==> config.mk <==
export PLATFORM = sky130hd
export DESIGN_NAME = pic_periph_ctrl
export DESIGN_NICKNAME = d
export VERILOG_FILES = /design/src/rtl/pic_pkg.sv /design/src/rtl/pic_regfile.sv /design/src/rtl/pic_detect.sv /design/src/rtl/pic_latch.sv /design/src/rtl/pic_periph_ctrl.sv
export SDC_FILE = /design/constraint.sdc
export NUM_CORES = 1
export LEC_CHECK = 0
export BUFFER_PORTS_ARGS = -buffer_cell sky130_fd_sc_hd__buf_2
export CAP_MARGIN = 10
export CORE_ASPECT_RATIO = 1.4
export CORE_MARGIN = 5
export CORE_UTILIZATION = 51
export CTS_CLUSTER_DIAMETER = 100
export DETAILED_ROUTE_END_ITERATION = 8
export PLACE_DENSITY_LB_ADDON = 0.25
export REMOVE_ABC_BUFFERS = 1
export SYNTH_ARGS = -nofsm -noshare
export SYNTH_HDL_FRONTEND = slang
export SYNTH_SLANG_ARGS = --single-unit
==> constraint.sdc <==
create_clock -name clk -period 1.69 [get_ports clk]
set_input_delay 0.2535 -clock clk [delete_from_list [all_inputs] [get_ports clk]]
set_output_delay 0.2535 -clock clk [all_outputs]
set_load 0.05 [all_outputs]
==> src/rtl/pic_pkg.sv <==
package pic_pkg;
  localparam int unsigned AW = 8;
  localparam int unsigned DW = 8;

  localparam logic [AW-1:0] A_LEVEL  = 8'h10;
  localparam logic [AW-1:0] A_KIND   = 8'h11;
  localparam logic [AW-1:0] A_POSHI  = 8'h12;
  localparam logic [AW-1:0] A_POSLO  = 8'h13;
  localparam logic [AW-1:0] A_LCLR   = 8'h14;
  localparam logic [AW-1:0] A_ENSET  = 8'h15;
  localparam logic [AW-1:0] A_ENCLR  = 8'h16;
  localparam logic [AW-1:0] A_LSTAT  = 8'h18;

  typedef struct packed {
    logic          vld;
    logic [DW-1:0] dat;
  } wbyte_t;
endpackage

==> src/rtl/pic_regfile.sv <==
module pic_regfile
  import pic_pkg::*;
#(
  parameter int unsigned NSRC = 8
) (
  input  logic            clk,
  input  logic            rst_n,
  input  logic            wr,
  input  logic            rd,
  input  logic            wide,
  input  logic [AW-1:0]   addr,
  input  logic [2*DW-1:0] wdata,
  input  logic [NSRC-1:0] lines,
  input  logic [NSRC-1:0] latched,
  output logic [NSRC-1:0] kind,
  output logic [NSRC-1:0] pol_hi,
  output logic [NSRC-1:0] pol_lo,
  output logic [NSRC-1:0] en,
  output logic [NSRC-1:0] lclr,
  output logic [DW-1:0]   rdata,
  output logic            rvalid
);
  localparam int unsigned LANES = 2;

  logic [AW-1:0] lane_addr [LANES];
  logic          lane_vld  [LANES];
  logic [DW-1:0] lane_dat  [LANES];

  always_comb begin
    lane_addr[0] = addr;
    lane_addr[1] = addr + AW'(1);
    lane_vld[0]  = wr;
    lane_vld[1]  = wr & wide;
    lane_dat[0]  = wdata[DW-1:0];
    lane_dat[1]  = wdata[2*DW-1:DW];
  end

  function automatic wbyte_t pick(input logic [AW-1:0] target,
                                  input logic [AW-1:0] a0, input logic v0, input logic [DW-1:0] d0,
                                  input logic [AW-1:0] a1, input logic v1, input logic [DW-1:0] d1);
    wbyte_t r;
    r.vld = 1'b0;
    r.dat = '0;
    if (v0 && a0 == target) begin
      r.vld = 1'b1;
      r.dat = d0;
    end else if (v1 && a1 == target) begin
      r.vld = 1'b1;
      r.dat = d1;
    end
    return r;
  endfunction

  wbyte_t w_kind, w_hi, w_lo, w_lclr, w_set, w_clr;

  always_comb begin
    w_kind = pick(A_KIND,  lane_addr[0], lane_vld[0], lane_dat[0], lane_addr[1], lane_vld[1], lane_dat[1]);
    w_hi   = pick(A_POSHI, lane_addr[0], lane_vld[0], lane_dat[0], lane_addr[1], lane_vld[1], lane_dat[1]);
    w_lo   = pick(A_POSLO, lane_addr[0], lane_vld[0], lane_dat[0], lane_addr[1], lane_vld[1], lane_dat[1]);
    w_lclr = pick(A_LCLR,  lane_addr[0], lane_vld[0], lane_dat[0], lane_addr[1], lane_vld[1], lane_dat[1]);
    w_set  = pick(A_ENSET, lane_addr[0], lane_vld[0], lane_dat[0], lane_addr[1], lane_vld[1], lane_dat[1]);
    w_clr  = pick(A_ENCLR, lane_addr[0], lane_vld[0], lane_dat[0], lane_addr[1], lane_vld[1], lane_dat[1]);
  end

  logic [NSRC-1:0] set_m, clr_m;
  assign set_m = w_set.vld  ? w_set.dat[NSRC-1:0]  : '0;
  assign clr_m = w_clr.vld  ? w_clr.dat[NSRC-1:0]  : '0;
  assign lclr  = w_lclr.vld ? w_lclr.dat[NSRC-1:0] : '0;

  always_ff @(posedge clk) begin
    if (!rst_n) begin
      kind   <= '0;
      pol_hi <= '0;
      pol_lo <= '0;
      en     <= '0;
    end else begin
      if (w_kind.vld) kind   <= w_kind.dat[NSRC-1:0];
      if (w_hi.vld)   pol_hi <= w_hi.dat[NSRC-1:0];
      if (w_lo.vld)   pol_lo <= w_lo.dat[NSRC-1:0];
      en <= (en | set_m) & ~clr_m;
    end
  end

  logic [DW-1:0] rmux;
  always_comb begin
    unique case (addr)
      A_LEVEL: rmux = DW'(lines);
      A_KIND:  rmux = DW'(kind);
      A_POSHI: rmux = DW'(pol_hi);
      A_POSLO: rmux = DW'(pol_lo);
      A_ENSET,
      A_ENCLR: rmux = DW'(en);
      A_LSTAT: rmux = DW'(latched);
      default: rmux = '0;
    endcase
  end

  always_ff @(posedge clk) begin
    if (!rst_n) begin
      rdata  <= '0;
      rvalid <= 1'b0;
    end else begin
      rvalid <= rd;
      rdata  <= rd ? rmux : '0;
    end
  end
endmodule

==> src/rtl/pic_detect.sv <==
module pic_detect #(
  parameter int unsigned NSRC = 8
) (
  input  logic            clk,
  input  logic            rst_n,
  input  logic [NSRC-1:0] lines,
  input  logic [NSRC-1:0] kind,
  input  logic [NSRC-1:0] pol_hi,
  input  logic [NSRC-1:0] pol_lo,
  output logic [NSRC-1:0] hit
);
  logic [NSRC-1:0] prev;

  // The previous sample follows the lines during reset, so a line that is
  // already high at release is not seen as an edge.
  always_ff @(posedge clk) begin
    prev <= lines;
  end

  for (genvar i = 0; i < NSRC; i++) begin : g_src
    logic rise, fall, edge_hit, lvl_hit;
    always_comb begin
      rise     = lines[i] & ~prev[i];
      fall     = ~lines[i] & prev[i];
      edge_hit = (pol_hi[i] & rise) | (pol_lo[i] & fall);
      lvl_hit  = (pol_hi[i] & lines[i]) | (pol_lo[i] & ~lines[i]);
      hit[i]   = rst_n & (kind[i] ? edge_hit : lvl_hit);
    end
  end
endmodule

==> src/rtl/pic_latch.sv <==
module pic_latch #(
  parameter int unsigned NSRC = 8
) (
  input  logic            clk,
  input  logic            rst_n,
  input  logic [NSRC-1:0] hit,
  input  logic [NSRC-1:0] lclr,
  input  logic [NSRC-1:0] en,
  output logic [NSRC-1:0] latched,
  output logic            irq
);
  // A clear beats a detection in the same cycle; an active level sets again next cycle.
  always_ff @(posedge clk) begin
    if (!rst_n) latched <= '0;
    else        latched <= (latched | hit) & ~lclr;
  end

  assign irq = |(latched & en);
endmodule

==> src/rtl/pic_periph_ctrl.sv <==
module pic_periph_ctrl
  import pic_pkg::*;
#(
  parameter int unsigned NSRC = 8
) (
  input  logic            clk,
  input  logic            rst_n,
  input  logic [NSRC-1:0] src_lines,
  input  logic            reg_wr,
  input  logic            reg_rd,
  input  logic            reg_wide,
  input  logic [AW-1:0]   reg_addr,
  input  logic [2*DW-1:0] reg_wdata,
  output logic [DW-1:0]   reg_rdata,
  output logic            reg_rvalid,
  output logic            irq_out
);
  logic [NSRC-1:0] kind_q, hi_q, lo_q, en_q, lclr, hit, lat_q;

  pic_regfile #(.NSRC(NSRC)) u_regs (
    .clk(clk), .rst_n(rst_n), .wr(reg_wr), .rd(reg_rd), .wide(reg_wide),
    .addr(reg_addr), .wdata(reg_wdata), .lines(src_lines), .latched(lat_q),
    .kind(kind_q), .pol_hi(hi_q), .pol_lo(lo_q), .en(en_q), .lclr(lclr),
    .rdata(reg_rdata), .rvalid(reg_rvalid)
  );

  pic_detect #(.NSRC(NSRC)) u_det (
    .clk(clk), .rst_n(rst_n), .lines(src_lines), .kind(kind_q),
    .pol_hi(hi_q), .pol_lo(lo_q), .hit(hit)
  );

  pic_latch #(.NSRC(NSRC)) u_lat (
    .clk(clk), .rst_n(rst_n), .hit(hit), .lclr(lclr), .en(en_q),
    .latched(lat_q), .irq(irq_out)
  );
endmodule

==> impl_metrics.csv <==
group,metric,value,unit
detailed_routing,dr.pass1.iters,5,
timing,setup_repair_after_global_routing_missed_its_margin,"false",
detailed_routing,post-route-drc-count,0,
detailed_routing,detail_route.wl_per_cell,22.19,um
grt,grt.overflow.total,0,
timing,tns,0,ns
die,die-area,0.007777,mm^2
detailed_routing,antenna_left,0,
setup_path,worst_setup_path_end_kind,"flop",
die,std_cell_rows,33,
timing,hold_slack,0.07966,ns
clock_network,cts-htree-levels,3,
grt,antenna_violations_before_repair,0,
clock_network,ctsResizeCount,0,
timing,relSlewSlack,32.63,%
cells_and_area,layout-drive-gt1-share,28.17,%
synthesis,postSynthCellCount,348,
clock_network,clock_tree_from_tritoncts,"yes",
die,fp.dieH,102.4,um
outcome,status,"completed",
setup_path,critPathLaunchType,"primary input",
detailed_routing,drt_iter0_drc,407,
grt,grt_usage,28.98,%
placement,preCtsSetupSlack,-0.1239,ns
clock_network,cts_buffers,9,
run,timing.max_cap.violations,0,
power_and_ir_drop,p_leak,0.001492,uW
clock_network,hold_buffers,0,
timing,max_clock_freq,636.6,MHz
clock_network,cts_root_buf,"sky130_fd_sc_hd__clkbuf_8",
timing,layout_setup_ws,0.1192,ns
timing,finClkSkew,0.008898,ns
timing,finalWorstPathRequiredPeriod,1.571,ns
setup_path,path_max_fanout,8,
synthesis,synthFlopType,"sky130_fd_sc_hd__dfxtp_1",
synthesis,ys_types,40,
clock_network,clkTransAtPathRegs,0.07,ns
synthesis,synth.cell_area,0.003108,mm^2
setup_path,crit_type,"in -> reg",
cells_and_area,antennaDiodeCount,0,
synthesis,synth.yosys.seq_area_share,36.71,%
die,chipWidth,75.98,um
setup_path,worstPathArrival,1.83,ns
detailed_routing,post_drt_via_cell_ratio,7.089,
clock_network,cts.sinks,57,
cells_and_area,nFillCells,518,
synthesis,post_synthesis_mean_instance_area,8.931,um^2
power_and_ir_drop,ir_drop,0.0003456,V
cells_and_area,layout_net_count,460,
power_and_ir_drop,power,2869,uW
timing,hold_violations,0,
cells_and_area,syn_to_final_growth,24.88,%
detailed_routing,vias,3516,
die,top_level_ports,47,
min_path,worst_min_delay_path_class,"in -> reg",
detailed_routing,wirelength,11.00,mm
timing,tightest_slew,1.011,ns
clock_network,maximum_clock_path_buffer_count,2,
timing,setup_viol,0,
synthesis,synth_async_sr_flop_share,0,%
synthesis,flip_flop_and_latch_count_after_synthesis,57,
placement,globalplace.congestion,0.9172,
timing,final_min_period_over_clock_period,92.95,%
timing,drv_slew,0,
power_and_ir_drop,cellPowerDensity,739.2,mW/mm^2
die,core_area,0.005904,mm^2
clock_network,post-cts-setup-buffers,0,
placement,place_hpwl,7.406,mm
synthesis,ys_warn_count,0,
grt,grt_first_pass_wirelength,17.68,mm
synthesis,synth_enable_flop_cells,0,
placement,port_buffers,46,
grt,grt_start_max_net_pins,27,
setup_path,critPathRequiredTime,1.94,ns
clock_network,clk_latency,0.33,ns
grt,vias_in_the_first_global_route,3485,
die,start_util,52.64,%
-- path summary, 6_finish.rpt --
check | from | endpoint | slack (ns) | depth (start not counted)
hold reg to reg | u_regs.pol_lo[1] | u_regs.pol_lo[1] | 0.49 | 2
setup reg to reg | u_regs.pol_hi[2] | u_regs.rdata[2] | 0.68 | 4
setup / recovery | reg_addr[1] | u_regs.rdata[2] | 0.12 | 5
hold / removal | src_lines[0] | u_det.prev[0] | 0.08 | 1
-- synth_stat cells (9+ instances only) --
library cell,instances,area [um^2]
sky130_fd_sc_hd__nand3b_1,16,120.1
sky130_fd_sc_hd__o21ai_0,32,160.2
sky130_fd_sc_hd__nand3_1,9,45.04
sky130_fd_sc_hd__dfxtp_1,57,1141
sky130_fd_sc_hd__and3_1,10,62.56
sky130_fd_sc_hd__nand2_1,16,60.06
sky130_fd_sc_hd__a21oi_1,24,120.1
sky130_fd_sc_hd__a22oi_1,12,90.09
sky130_fd_sc_hd__o31ai_1,16,120.1
sky130_fd_sc_hd__mux2i_1,15,150.1
sky130_fd_sc_hd__a31oi_1,17,106.4
sky130_fd_sc_hd__nand4_1,22,137.6
sky130_fd_sc_hd__clkbuf_1,17,63.81
-- flip-flops by register name, indices dropped and copies added (netlist names) --
name           count
u_regs.pol_lo      8
u_regs.en          8
u_regs.rdata       8
u_det.prev         8
u_regs.kind        8
u_regs.pol_hi      8
u_regs.rvalid      1
u_lat.latched      8
-- metal layers --
layer	vias to the layer above	GRT usage (%)	part of all wire [%]
li1	1540	-	-
met1	1667	34.08	37
met2	254	46.17	47
met3	55	6.702	11
met4	0	21.37	5.5
met5	-	0	0
-- worst max-delay path, stage by stage --
cell and delay (ns):
sky130_fd_sc_hd__buf_2 0.15, sky130_fd_sc_hd__nand2b_1 0.19, sky130_fd_sc_hd__a21oi_1 0.79, sky130_fd_sc_hd__a221oi_1 0.22
sky130_fd_sc_hd__o22ai_1 0.22
-- layout make-up --
class | instances | area (um^2) | share of cell area, %
Multi-Input combinational cell | 263 | 1849 | 47.65
Sequential cell | 57 | 1141 | 29.40
Timing Repair Buffer | 91 | 630.6 | 16.25
Clock buffer | 11 | 151.4 | 3.901
Tap cell | 70 | 87.58 | 2.257
Clock inverter | 3 | 17.52 | 0.4513
Inverter | 1 | 3.754 | 0.09671
-- cells in the final DEF, fill, tap and decap left out, drive strengths merged, types with 9 or more instances in the layout --
master / n
o21ai: 32
mux2i: 15
nand2: 16
a31oi: 17
a21oi: 24
a22oi: 12
nand4: 23
nand3: 9
and3: 10
xnor2: 9
o31ai: 16
buf: 91
dfxtp: 57
clkbuf: 11
nand3b: 16
-- stage by stage --
| step | cell area, um^2 | util, % | std cells |
|---|---|---|---|
| after floorplan | 2994 | - | 321 |
| after global placement | 3712 | 62.87 | 482 |
| after detailed placement | 3712 | 62.87 | 482 |
| after CTS | 3881 | 65.73 | 496 |
| after global routing | 3881 | 65.73 | 496 |
| final | 3881 | 65.73 | 496 |
-- power by group --
group	internal, uW	switching (uW)	total, uW
clock	590	550	1140
sequential	1360	6.73	1360
combinational	139	225	364
total	2090	782	2870
-- logic make-up (layout without fill, tap and decap cells) --
| logic type | after synthesis | in the layout | synth area share, % |
|---|---|---|---|
| muxes | 15 | 15 | 4.831 |
| DFF | 57 | 57 | 36.71 |
| and+or+nand+nor | 105 | 105 | 23.95 |
| AOI/OAI and AO/OA | 133 | 133 | 27.66 |
| xor gates and xnor gates | 10 | 10 | 3.060 |
| buffers and inverters | 28 | 106 | 3.784 |
Power figures use the tool's default switching activity.
